### src/rtl/mdix_pkg.sv
package mdix_pkg;

  localparam int REG_ADDR_W = 5;

  // PHY register addresses read by the resolver
  localparam logic [REG_ADDR_W-1:0] PHY_REG_BASIC   = 5'd1;
  localparam logic [REG_ADDR_W-1:0] PHY_REG_ADV     = 5'd4;
  localparam logic [REG_ADDR_W-1:0] PHY_REG_PARTNER = 5'd5;
  localparam logic [REG_ADDR_W-1:0] PHY_REG_EXPN    = 5'd6;
  localparam logic [REG_ADDR_W-1:0] PHY_REG_MODE    = 5'd31;

  // Bit positions inside the returned data
  localparam int BIT_LINK_UP     = 2;
  localparam int BIT_NEG_ABLE    = 3;
  localparam int BIT_RESOLVED    = 5;
  localparam int BIT_PARTNER_NEG = 0;
  localparam int BIT_PAUSE_CAP   = 10;
  localparam int MODE_LSB        = 2;
  localparam int MODE_W          = 3;

  // Operating mode codes found in the mode register field
  localparam logic [MODE_W-1:0] MODE_10_HALF  = 3'd1;
  localparam logic [MODE_W-1:0] MODE_10_FULL  = 3'd5;
  localparam logic [MODE_W-1:0] MODE_100_HALF = 3'd2;
  localparam logic [MODE_W-1:0] MODE_100_FULL = 3'd6;

  // Status word layout
  localparam int STATUS_W   = 4;
  localparam int ST_SPEED   = 0;
  localparam int ST_DUPLEX  = 1;
  localparam int ST_PAUSE   = 2;
  localparam int ST_LINK    = 3;

  typedef enum logic [3:0] {
    S_IDLE,
    S_DELAY,
    S_LINK,
    S_BASIC,
    S_MODE,
    S_EXPN,
    S_ADV,
    S_PART,
    S_POST
  } linkState_t;

  typedef struct packed {
    logic clrRun;
    logic delayRun;
    logic tryInc;
    logic toggleSel;
    logic failSet;
    logic latchBasic;
    logic latchMode;
    logic setPause;
    logic publish;
  } ctlStrobe_t;

endpackage

### src/rtl/mdix_ctrl.sv
module mdix_ctrl
  import mdix_pkg::*;
#(
  parameter int DATA_W = 16
) (
  input  logic                  clk,
  input  logic                  rstN,
  input  logic                  start,
  input  logic                  mdioDone,
  input  logic [DATA_W-1:0]     mdioRdData,
  input  logic                  delayHit,
  input  logic                  triesLast,
  input  logic                  negAble,
  output logic                  mdioReq,
  output logic [REG_ADDR_W-1:0] mdioRegAddr,
  output ctlStrobe_t            strb
);

  linkState_t state, stateNext;

  logic unusedRdBits;
  assign unusedRdBits = ^mdioRdData;

  always_ff @(posedge clk) begin
    if (!rstN) state <= S_IDLE;
    else       state <= stateNext;
  end

  always_comb begin
    stateNext = state;
    strb      = '0;
    case (state)
      S_IDLE: begin
        if (start) begin
          strb.clrRun = 1'b1;
          stateNext   = S_DELAY;
        end
      end
      S_DELAY: begin
        strb.delayRun = 1'b1;
        if (delayHit) stateNext = S_LINK;
      end
      S_LINK: begin
        if (mdioDone) begin
          if (mdioRdData[BIT_LINK_UP]) begin
            stateNext = S_BASIC;
          end else begin
            strb.toggleSel = 1'b1;
            if (triesLast) begin
              strb.failSet = 1'b1;
              stateNext    = S_IDLE;
            end else begin
              strb.tryInc = 1'b1;
              stateNext   = S_DELAY;
            end
          end
        end
      end
      S_BASIC: begin
        if (mdioDone) begin
          strb.latchBasic = 1'b1;
          stateNext = mdioRdData[BIT_RESOLVED] ? S_MODE : S_POST;
        end
      end
      S_MODE: begin
        if (mdioDone) begin
          strb.latchMode = 1'b1;
          stateNext = negAble ? S_EXPN : S_POST;
        end
      end
      S_EXPN: begin
        if (mdioDone) stateNext = mdioRdData[BIT_PARTNER_NEG] ? S_ADV : S_POST;
      end
      S_ADV: begin
        if (mdioDone) stateNext = mdioRdData[BIT_PAUSE_CAP] ? S_PART : S_POST;
      end
      S_PART: begin
        if (mdioDone) begin
          strb.setPause = mdioRdData[BIT_PAUSE_CAP];
          stateNext     = S_POST;
        end
      end
      S_POST: begin
        strb.publish = 1'b1;
        stateNext    = S_IDLE;
      end
      default: stateNext = S_IDLE;
    endcase
  end

  always_comb begin
    mdioReq     = 1'b1;
    mdioRegAddr = PHY_REG_BASIC;
    case (state)
      S_LINK:  mdioRegAddr = PHY_REG_BASIC;
      S_BASIC: mdioRegAddr = PHY_REG_BASIC;
      S_MODE:  mdioRegAddr = PHY_REG_MODE;
      S_EXPN:  mdioRegAddr = PHY_REG_EXPN;
      S_ADV:   mdioRegAddr = PHY_REG_ADV;
      S_PART:  mdioRegAddr = PHY_REG_PARTNER;
      default: mdioReq     = 1'b0;
    endcase
  end

  AST_REQ_HOLD: assert property (@(posedge clk) disable iff (!rstN)
    (mdioReq && !mdioDone) |=> (mdioReq && $stable(mdioRegAddr)));

  AST_CHECK_AFTER_DELAY: assert property (@(posedge clk) disable iff (!rstN)
    (state == S_LINK && $past(state) == S_DELAY) |-> $past(delayHit));

endmodule

### src/rtl/mdix_dp.sv
module mdix_dp
  import mdix_pkg::*;
#(
  parameter int DELAY_TICKS = 2000,
  parameter int MAX_TRIES   = 100
) (
  input  logic                clk,
  input  logic                rstN,
  input  logic                tick,
  input  logic [MODE_W-1:0]   modeField,
  input  logic                negBit,
  input  ctlStrobe_t          strb,
  output logic                delayHit,
  output logic                triesLast,
  output logic                negAble,
  output logic                mdixSel,
  output logic [STATUS_W-1:0] statusWord,
  output logic                doneFlag,
  output logic                failFlag
);

  localparam int DLY_W = $clog2(DELAY_TICKS + 1);
  localparam int TRY_W = $clog2(MAX_TRIES + 1);
  localparam logic [DLY_W-1:0] DLY_LAST = DLY_W'(DELAY_TICKS - 1);
  localparam logic [TRY_W-1:0] TRY_LAST = TRY_W'(MAX_TRIES - 1);

  logic [DLY_W-1:0] dlyCnt;
  logic [TRY_W-1:0] tryCnt;
  logic             accSpeed, accDuplex, accPause;
  logic             decSpeed, decDuplex;

  assign delayHit  = strb.delayRun && tick && (dlyCnt == DLY_LAST);
  assign triesLast = (tryCnt == TRY_LAST);

  // retry delay counter, idle at zero outside the wait state
  always_ff @(posedge clk) begin
    if (!rstN)                              dlyCnt <= '0;
    else if (!strb.delayRun || delayHit)    dlyCnt <= '0;
    else if (tick)                          dlyCnt <= dlyCnt + 1'b1;
  end

  always_ff @(posedge clk) begin
    if (!rstN)             tryCnt <= '0;
    else if (strb.clrRun)  tryCnt <= '0;
    else if (strb.tryInc)  tryCnt <= tryCnt + 1'b1;
  end

  always_ff @(posedge clk) begin
    if (!rstN)               mdixSel <= 1'b0;
    else if (strb.clrRun)    mdixSel <= 1'b0;
    else if (strb.toggleSel) mdixSel <= ~mdixSel;
  end

  always_ff @(posedge clk) begin
    if (!rstN)                negAble <= 1'b0;
    else if (strb.clrRun)     negAble <= 1'b0;
    else if (strb.latchBasic) negAble <= negBit;
  end

  always_comb begin
    decSpeed  = 1'b0;
    decDuplex = 1'b0;
    case (modeField)
      MODE_10_HALF:  ;
      MODE_10_FULL:  decDuplex = 1'b1;
      MODE_100_HALF: decSpeed  = 1'b1;
      MODE_100_FULL: begin decSpeed = 1'b1; decDuplex = 1'b1; end
      default:       ;
    endcase
  end

  always_ff @(posedge clk) begin
    if (!rstN) begin
      accSpeed  <= 1'b0;
      accDuplex <= 1'b0;
      accPause  <= 1'b0;
    end else if (strb.clrRun) begin
      accSpeed  <= 1'b0;
      accDuplex <= 1'b0;
      accPause  <= 1'b0;
    end else begin
      if (strb.latchMode) begin
        accSpeed  <= decSpeed;
        accDuplex <= decDuplex;
      end
      if (strb.setPause) accPause <= 1'b1;
    end
  end

  always_ff @(posedge clk) begin
    if (!rstN) begin
      statusWord <= '0;
    end else if (strb.publish) begin
      statusWord[ST_SPEED]  <= accSpeed;
      statusWord[ST_DUPLEX] <= accDuplex;
      statusWord[ST_PAUSE]  <= accPause;
      statusWord[ST_LINK]   <= 1'b1;
    end
  end

  always_ff @(posedge clk) begin
    if (!rstN) begin
      doneFlag <= 1'b0;
      failFlag <= 1'b0;
    end else if (strb.clrRun) begin
      doneFlag <= 1'b0;
      failFlag <= 1'b0;
    end else begin
      if (strb.publish) doneFlag <= 1'b1;
      if (strb.failSet) failFlag <= 1'b1;
    end
  end

  AST_TOGGLE_ON_MISS: assert property (@(posedge clk) disable iff (!rstN)
    strb.toggleSel |=> (mdixSel != $past(mdixSel)));

  AST_START_MDI: assert property (@(posedge clk) disable iff (!rstN)
    strb.clrRun |=> (!mdixSel && !doneFlag && !failFlag));

  AST_STATUS_HOLD: assert property (@(posedge clk) disable iff (!rstN)
    !strb.publish |=> $stable(statusWord));

  AST_LINK_ON_DONE: assert property (@(posedge clk) disable iff (!rstN)
    doneFlag |-> statusWord[ST_LINK]);

  AST_ONE_OUTCOME: assert property (@(posedge clk) disable iff (!rstN)
    !(doneFlag && failFlag));

  AST_TRY_BOUND: assert property (@(posedge clk) disable iff (!rstN)
    tryCnt < TRY_W'(MAX_TRIES));

endmodule

### src/rtl/mdix_link_ctl.sv
module mdix_link_ctl
  import mdix_pkg::*;
#(
  parameter int DELAY_TICKS = 2000,
  parameter int MAX_TRIES   = 100,
  parameter int DATA_W      = 16
) (
  input  logic                  clk,
  input  logic                  rstN,
  input  logic                  start,
  input  logic                  tick,
  input  logic [DATA_W-1:0]     mdioRdData,
  input  logic                  mdioDone,
  output logic                  mdioReq,
  output logic [REG_ADDR_W-1:0] mdioRegAddr,
  output logic                  mdixSel,
  output logic [STATUS_W-1:0]   statusWord,
  output logic                  linkDone,
  output logic                  linkFail
);

  ctlStrobe_t strb;
  logic       delayHit, triesLast, negAble;

  mdix_ctrl #(
    .DATA_W(DATA_W)
  ) uCtrl (
    .clk        (clk),
    .rstN       (rstN),
    .start      (start),
    .mdioDone   (mdioDone),
    .mdioRdData (mdioRdData),
    .delayHit   (delayHit),
    .triesLast  (triesLast),
    .negAble    (negAble),
    .mdioReq    (mdioReq),
    .mdioRegAddr(mdioRegAddr),
    .strb       (strb)
  );

  mdix_dp #(
    .DELAY_TICKS(DELAY_TICKS),
    .MAX_TRIES  (MAX_TRIES)
  ) uDp (
    .clk       (clk),
    .rstN      (rstN),
    .tick      (tick),
    .modeField (mdioRdData[MODE_LSB +: MODE_W]),
    .negBit    (mdioRdData[BIT_NEG_ABLE]),
    .strb      (strb),
    .delayHit  (delayHit),
    .triesLast (triesLast),
    .negAble   (negAble),
    .mdixSel   (mdixSel),
    .statusWord(statusWord),
    .doneFlag  (linkDone),
    .failFlag  (linkFail)
  );

endmodule

### config.mk
export PLATFORM = sky130hd
export DESIGN_NAME = mdix_link_ctl
export DESIGN_NICKNAME = d
export VERILOG_FILES = /design/src/rtl/mdix_pkg.sv /design/src/rtl/mdix_ctrl.sv /design/src/rtl/mdix_dp.sv /design/src/rtl/mdix_link_ctl.sv
export SDC_FILE = /design/constraint.sdc
export NUM_CORES = 1
export LEC_CHECK = 0
export BUFFER_PORTS_ARGS = -buffer_cell sky130_fd_sc_hd__buf_2
export CAP_MARGIN = 15
export CORE_MARGIN = 1.5
export CORE_UTILIZATION = 35
export CTS_CLUSTER_SIZE = 24
export DETAILED_ROUTE_END_ITERATION = 6
export SLEW_MARGIN = 10
export SYNTH_ARGS = -nofsm -noshare
export SYNTH_HDL_FRONTEND = slang
export SYNTH_SLANG_ARGS = --single-unit
### constraint.sdc
create_clock -name clk -period 1.86 [get_ports clk]
set_input_delay 0.279 -clock clk [delete_from_list [all_inputs] [get_ports clk]]
set_output_delay 0.279 -clock clk [all_outputs]
set_load 0.005 [all_outputs]
# After elaboration in Yosys (flattened, before gate mapping)

Cells that the tools add are included.

Bits in registers: 33
Bits in latches: 0
Bits in writable memories: 0
Memory bits (read-only): 0
Input port bits: 21
Output and inout bits: 13
Word-level logic and storage cells: 80
Memories kept: 0

Add/sub/neg operators: 2
$mul: 0
Divide/modulo/power cells: 0
Magnitude comparators: 0
Equality and inequality tests: 21
Shift operators: 0
Multiplexer cells: 33
Bitwise operators: 2
Reduce and logical (&&, ||, !) cells: 11

Operator list:

| cell                    | number |
|---|---|
| $mux W4                 | 12 |
| $pmux W4 S8             | 1 |
| $pmux W5 S4             | 1 |
| $eq A4 B3 Y1 const B    | 4 |
| $mux W1                 | 15 |
| $ne A2 B2 Y1 const B    | 7 |
| $add A11 B1 Y11 const B | 1 |
| $eq A11 B11 Y1 const B  | 1 |
| $mux W3                 | 3 |
| $eq A4 B2 Y1 const B    | 2 |
| $reduce_and A8 Y1       | 1 |
| $reduce_or A2 Y1        | 4 |
| $add A7 B1 Y7 const B   | 1 |
| $eq A7 B7 Y1 const B    | 1 |
| $eq A3 B3 Y1 const B    | 2 |
| $reduce_or A6 Y1        | 1 |
| $eq A4 B1 Y1 const B    | 1 |
| $eq A4 B4 Y1 const B    | 1 |
| $logic_not A4 Y1        | 1 |
| $eq A3 B2 Y1 const B    | 1 |
| $logic_and A1 B1 Y1     | 2 |
| $mux W2                 | 1 |
| $ne A2 B1 Y1 const B    | 1 |
| $not A1 Y1              | 2 |
| 2 further kinds         | 2 |

# Logic depth before layout (Yosys ltp)

Depth after elaboration: 6
Mapped depth: 7
Gate-level depth less buffers: 5

# Hierarchy

Synthesis repeated with hierarchy kept, for this count alone.

Cell total of the unflattened synthesis: 195
Area, all modules: 1,699.1 µm²

By module, submodules not included:

| module    | instances | cells each | area each (µm²) | seq. area each (µm²) |
|---|---|---|---|---|
| mdix_dp   | 1         | 133        | 1,218.7         | 580.6 |
| mdix_ctrl | 1         | 62         | 480.5           | 80.1 |

# Worst setup path before layout

No wires, ideal clock.

Path type: reg2reg
Start point: reg uDp.dlyCnt[0]
End point: reg uCtrl.state[0]
Setup time: 121 ps
Data arrival time: 1,769 ps
Data required time: 1,739 ps
Path slack: -30 ps
Stages on the path, launching flop included: 6
Path buffers: 0
Period minus slack after synthesis: 1,890 ps
Cell sequence: dfxtp_1 ha_1 nand4_2 or4_4 a31o_4 mux2_4

Cells in the longest elaborated chain, start to end: 4

RTL lines:

| what                        | RTL line        | text |
|---|---|---|
| from (decl)                 | mdix_dp.sv:27   | `logic [DLY_W-1:0] dlyCnt;` |
| from (signal assigned)      | mdix_dp.sv:39   | `else if (tick) dlyCnt <= dlyCnt + 1'b1;` |
| $eq A11 B11 Y1              | mdix_dp.sv:32   | `assign delayHit = strb.delayRun && tick && (dlyCnt == DLY_LAST);` |
| $logic_and A1 B1 Y1         | mdix_dp.sv:32   |  |
| $ne A2 B1 Y1 (no line)      | --              |  |
| $reduce_and A8 Y1 (no line) | --              |  |
| to (signal assigned)        | mdix_ctrl.sv:26 | `else state <= stateNext;` |
| to (decl)                   | mdix_ctrl.sv:19 | `linkState_t state, stateNext;` |

No other way between the ends.
A chain may end at the register's enable or synchronous reset.

# Worst setup path in the final report

Start point: reg uCtrl.state[1]
End point: reg uCtrl.state[0]

Cells in the longest elaborated chain, start to end: 6
Elaborated cells on any way between the ends: 21
Those cells by class: eq/ne (15); mux (2); reduce/logical (4)

RTL lines:

| what                             | RTL line        | text |
|---|---|---|
| $eq A4 B1 Y1                     | mdix_ctrl.sv:32 | `case (state)` |
| $mux W1                          | mdix_ctrl.sv:32 |  |
| $logic_and A1 B1 Y1 (2 in a row) | mdix_dp.sv:32   |  |
| $ne A2 B1 Y1 (no line)           | --              |  |
| $reduce_and A8 Y1 (no line)      | --              |  |

Several ways; a longest one is shown, not always the timed one.

==> results by stage <==
Synthesis:
- Sorting the synthesized cells by area gives the leading types as dfxtp_1, nor2_1, xnor2_1.
- Synthesis inferred 33 register bits.
- For this run, asynchronously set or reset flops after synthesis account for 0%.
- After synthesis, the largest family of logic cells by area is simple AND/OR/NAND/NOR gates.
- Synthesis instantiated 45 different standard cells from the library.
- Yosys mapped a number of flops with a built-in enable equal to 0.
- The flip-flop cell with the highest count after synthesis is dfxtp_1.
- The Yosys step of the flow raised 0 warnings.
- Sequential elements use between 40% and 50% of the synthesized area.
- The total standard cell area after synthesis is around 1600 µm².
- The leading cell type by number of instances after synthesis is dfxtp_1.
- The share of the synthesized netlist area taken by xor and xnor gates is 6.93%.
- The net count after synthesis is approximately 210.
- The fraction of the mapped netlist area in adder cells is between 1.5 and 2%.
- The post-synthesis cell count is 190.
- The synthesized area divided by synthesized cell count is a little under 9 µm².
- In this run the biggest area consumer among cell types represents 40.2% of the synthesized area.
- The complex-gate fraction of the synthesized area is between 10% and 20%.
- The library cell occupying the most area in the post-synthesis netlist is dfxtp_1.
- After Yosys synthesis, and, or, nand and nor cells account for 29.2% of the synthesized area.
- Sorting the synthesized cells by how often they occur yields dfxtp_1, nor2_1, nand2_1.
- The portion of netlist area occupied by mux cells is under 10%.

STA:
- The clock skew after layout is roughly 0.0095 ns.
- The final critical-path share of the clock period is 98.1%.
- In this run the tightest slew margin relative to its limit is between 60% and 70%.
- Timing would allow up to between 500 and 600 MHz.
- Setup violations remaining at the end of the flow were counted as 0.
- Setup repair after global routing left no endpoint under its margin.
- The count of final hold-check violations is 0.
- Adding up every negative setup slack in the final design gives 0 ns.
- At the pin with the least slew margin, the transition time is 0.476 ns.
- The number of pins with negative max-slew slack in the final report is 0.
- The minimum period implied by the final worst setup slack is 1.82 ns.
- The smallest hold slack is ~0.28 ns.

Run status:
- The checks that failed: design-rule violations.
- The run finished, with violations left.

Layout:
- The count of cells in the finished layout, fillers not included, comes to between 200 and 300.
- Compared with the post-synthesis result, the final layout area differs by 21.2%.
- The final layout net count is between 200 and 250.
- The number of antenna diodes in the final layout is 0.
- Cells with a size suffix above 1 make up 25.8% of the layout.
- For this run, the share of the core covered by cells in the final layout is between 40% and 50%.

Clocking:
- Gates resized during post-CTS repair numbered 0.
- Clock latency on the worst-skew pair, taken at its later pin, is around 0.29 ns.
- For this design, the CTS-stage hold fixing added 0 buffers.
- Once the clock tree was built, the setup fixing pass inserted 0 buffers.
- Buffers inserted during clock tree synthesis total 5.
- Clock-pin slew was measured on the worst setup and hold paths at around 0.070 ns.
- The longest clock path from root to sink contains 2 buffers.
- The clock sink count is 33.
- Clock tree synthesis selected as its root buffer the cell clkbuf_8.
- TritonCTS built the clock tree.
- The number of H-tree levels is 2.

Pwr:
- Summed over all cells, the static leakage comes to 0.742 nW.
- The proportion of total power due to net switching is 32.0%.
- The maximum VDD drop is 0.422 mV.
- The clock network fraction of design power is a little over a quarter.
- For this design the ratio of total power to cell area is 916 nW/µm².
- The internal portion of total power is 1.24 mW.
- The analysis attributes to net switching a power of 584 µW.
- Per report_power, the sequential group accounts for between 40% and 50% of the total.
- Combinational logic is responsible for between 20% and 30% of the overall power.

Floorplan:
- The I/O pin count is 34.
- The starting density of the core is between 30 and 40%.
- The area of the die is roughly 5100 µm².
- The y dimension of the die is ~72 µm.
- Measured along the x axis, the die boundary spans slightly above 70 µm.
- After floorplanning, the core was sized to cover between 4000 and 5000 µm².
- Row generation in the floorplan step produced 24 rows.

Worst setup path:
- The worst setup path startpoint is uCtrl.state[1]$_SDFFE_PN0P_.
- The startpoint class of the critical path is a register.
- The critical path class is register to register.
- The startpoint of the most critical register-to-register path is uCtrl.state[1]$_SDFFE_PN0P_.
- The worst path required time is approximately 2 ns.
- The number of cells on the worst reg-to-reg path is 4.
- Of all nets on the critical path, the largest fanout is 11.
- The slack of the worst reg-to-reg path is approximately 0.035 ns.
- The endpoint of the worst setup timing path is uCtrl.state[0]$_SDFFE_PN0P_.
- The endpoint of the worst register-to-register path is uCtrl.state[0]$_SDFFE_PN0P_.
- The worst setup path is captured at a register.
- The data arrival time at the worst-slack endpoint is between 2 and 2.5 ns.

Routing:
- Dividing the detail-routed via count by the number of cells gives roughly 5.2.
- The first TritonRoute pass finished after 7 iterations.
- Summed over all layers, the routed wires come to roughly 3600 µm.
- Once detail routing completed, the nets flagged for antenna violations numbered 0.
- For this block, the initial DRC count from the detailed router was 82.
- The post-detailed-route DRC marker count is 2.
- For this block, the via count after detailed routing is approximately 1,400.
- Dividing the detail-routed wire length by the instance count gives 12.9 µm.

Global route:
- The all-layer global routing usage is between 10% and 20%.
- The number of antenna violations at the first check in global routing is 0.
- The overflow left after global routing is 0.
- Entering global routing, the biggest net connects 15 pins.
- The number of global-route vias before repair was roughly 1,400.
- The first-pass GRT wire length is 6070 µm.

Placed design:
- The number of I/O port buffers is 23.
- In this run, placement finished with an instance count of 271.
- The total half-perimeter wirelength after legalization and detailed placement is roughly 2600 µm.
- The final estimated routing congestion in global placement is 0.848.

Job:
- Max-cap violations in this run came to 0.

Worst hold path:
- The hold-critical path depth is 3.
- The class of the tightest hold or removal check is input port to register.
## through the flow
| stage | cell area (µm²) | setup slack (ns) | power, mW |
|---|---|---|---|
| floorplan | 1640 | 0.00177 | 1.16 |
| CTS | 1970 | 0.0168 | 1.83 |
| global route | 1990 | 0.00694 | 1.94 |
| global placement | 1900 | 0.0369 | 1.33 |
| finish | 1990 | 0.0351 | 1.83 |
| detailed placement | 1900 | 0.0177 | 1.33 |
## final cells by class
class / count / area [µm²]
repair buffers: 38 / 228
clock buffers: 5 / 68.8
flip-flops and latches: 33 / 663
well taps: 52 / 65.1
inverters: 5 / 18.8
clock inverters: 1 / 5.00
fillers: 451 / 2450
multi-input cells: 143 / 945
## routing by layer
layer / up-vias / GRT usage (%) / part of all wire [%]
li1: 742 / - / -
met1: 658 / 19.2 / 46
met2: 30 / 23.7 / 46
met3: 5 / 4.22 / 5.4
met4: 0 / 7.34 / 1.6
met5: - / 0 / 0
## cell usage in the layout (no fill, tap or decap), drive strengths merged, types with 2 or more instances in the layout
cell type / synthesis / routed
or3: 2 / 2
inv: 5 / 5
nand3: 3 / 3
nor2b: 2 / 2
and3: 2 / 2
o31ai: 2 / 2
nand2: 14 / 14
mux2i: 6 / 6
clkbuf: 7 / 5
xor2: 5 / 5
nand2b: 2 / 2
a21oi: 11 / 11
or4: 5 / 5
nor3: 4 / 4
and2: 3 / 3
o41ai: 2 / 2
nor2: 32 / 32
buf: 2 / 38
a2111oi: 2 / 2
nor3b: 4 / 4
nor4: 3 / 3
nand3b: 3 / 3
ha: 2 / 2
nand4: 6 / 6
dfxtp: 33 / 33
o21ai: 8 / 8
xnor2: 8 / 8
## worst min path at each step
stage,start,endpoint,slack [ns]
after floorplan,mdioRdData[3],uDp.negAble$_SDFFE_PP0P_,0.42
after global placement,uDp.accDuplex$_SDFFE_PP0P_,uDp.accDuplex$_SDFFE_PP0P_,0.45
after detailed placement,uDp.accSpeed$_SDFFE_PP0P_,uDp.accSpeed$_SDFFE_PP0P_,0.45
after CTS,mdioRdData[4],uDp.accDuplex$_SDFFE_PP0P_,0.28
after global routing,mdioRdData[3],uDp.negAble$_SDFFE_PP0P_,0.30
final,mdioRdData[4],uDp.accDuplex$_SDFFE_PP0P_,0.28
## critical path, cell delays in order (launching register included)
cell,delay (ns)
dfxtp_1,0.42
or4_1,0.51
a21oi_1,0.30
a31o_4,0.19
mux2_4,0.30
## power by group through the flow
stage | registers [mW] | logic (mW) | clock network (mW)
finish | 0.783 | 0.546 | 0.497
global route | 0.786 | 0.605 | 0.547
CTS | 0.779 | 0.540 | 0.513
detailed placement | 0.793 | 0.539 | 0
global placement | 0.793 | 0.538 | 0
floorplan | 0.762 | 0.398 | 0
## flip-flops by register name (all words and copies together) (netlist names)
register / cells
uDp.accSpeed: 1
uDp.mdixSel: 1
uDp.tryCnt: 7
uDp.accPause: 1
uDp.accDuplex: 1
uDp.dlyCnt: 11
uDp.negAble: 1
uDp.failFlag: 1
uDp.doneFlag: 1
uDp.statusWord: 4
uCtrl.state: 4
## cells by family after synthesis
logic type | count (synthesis)
XOR/XNOR | 13
flip-flops | 33
AND/OR/NAND/NOR | 89
adder cells (fa/ha/maj) | 2
multiplexers | 7
buffers and inverters | 14
AO/OA/AOI/OAI | 32
Power figures use the tool's default switching activity.
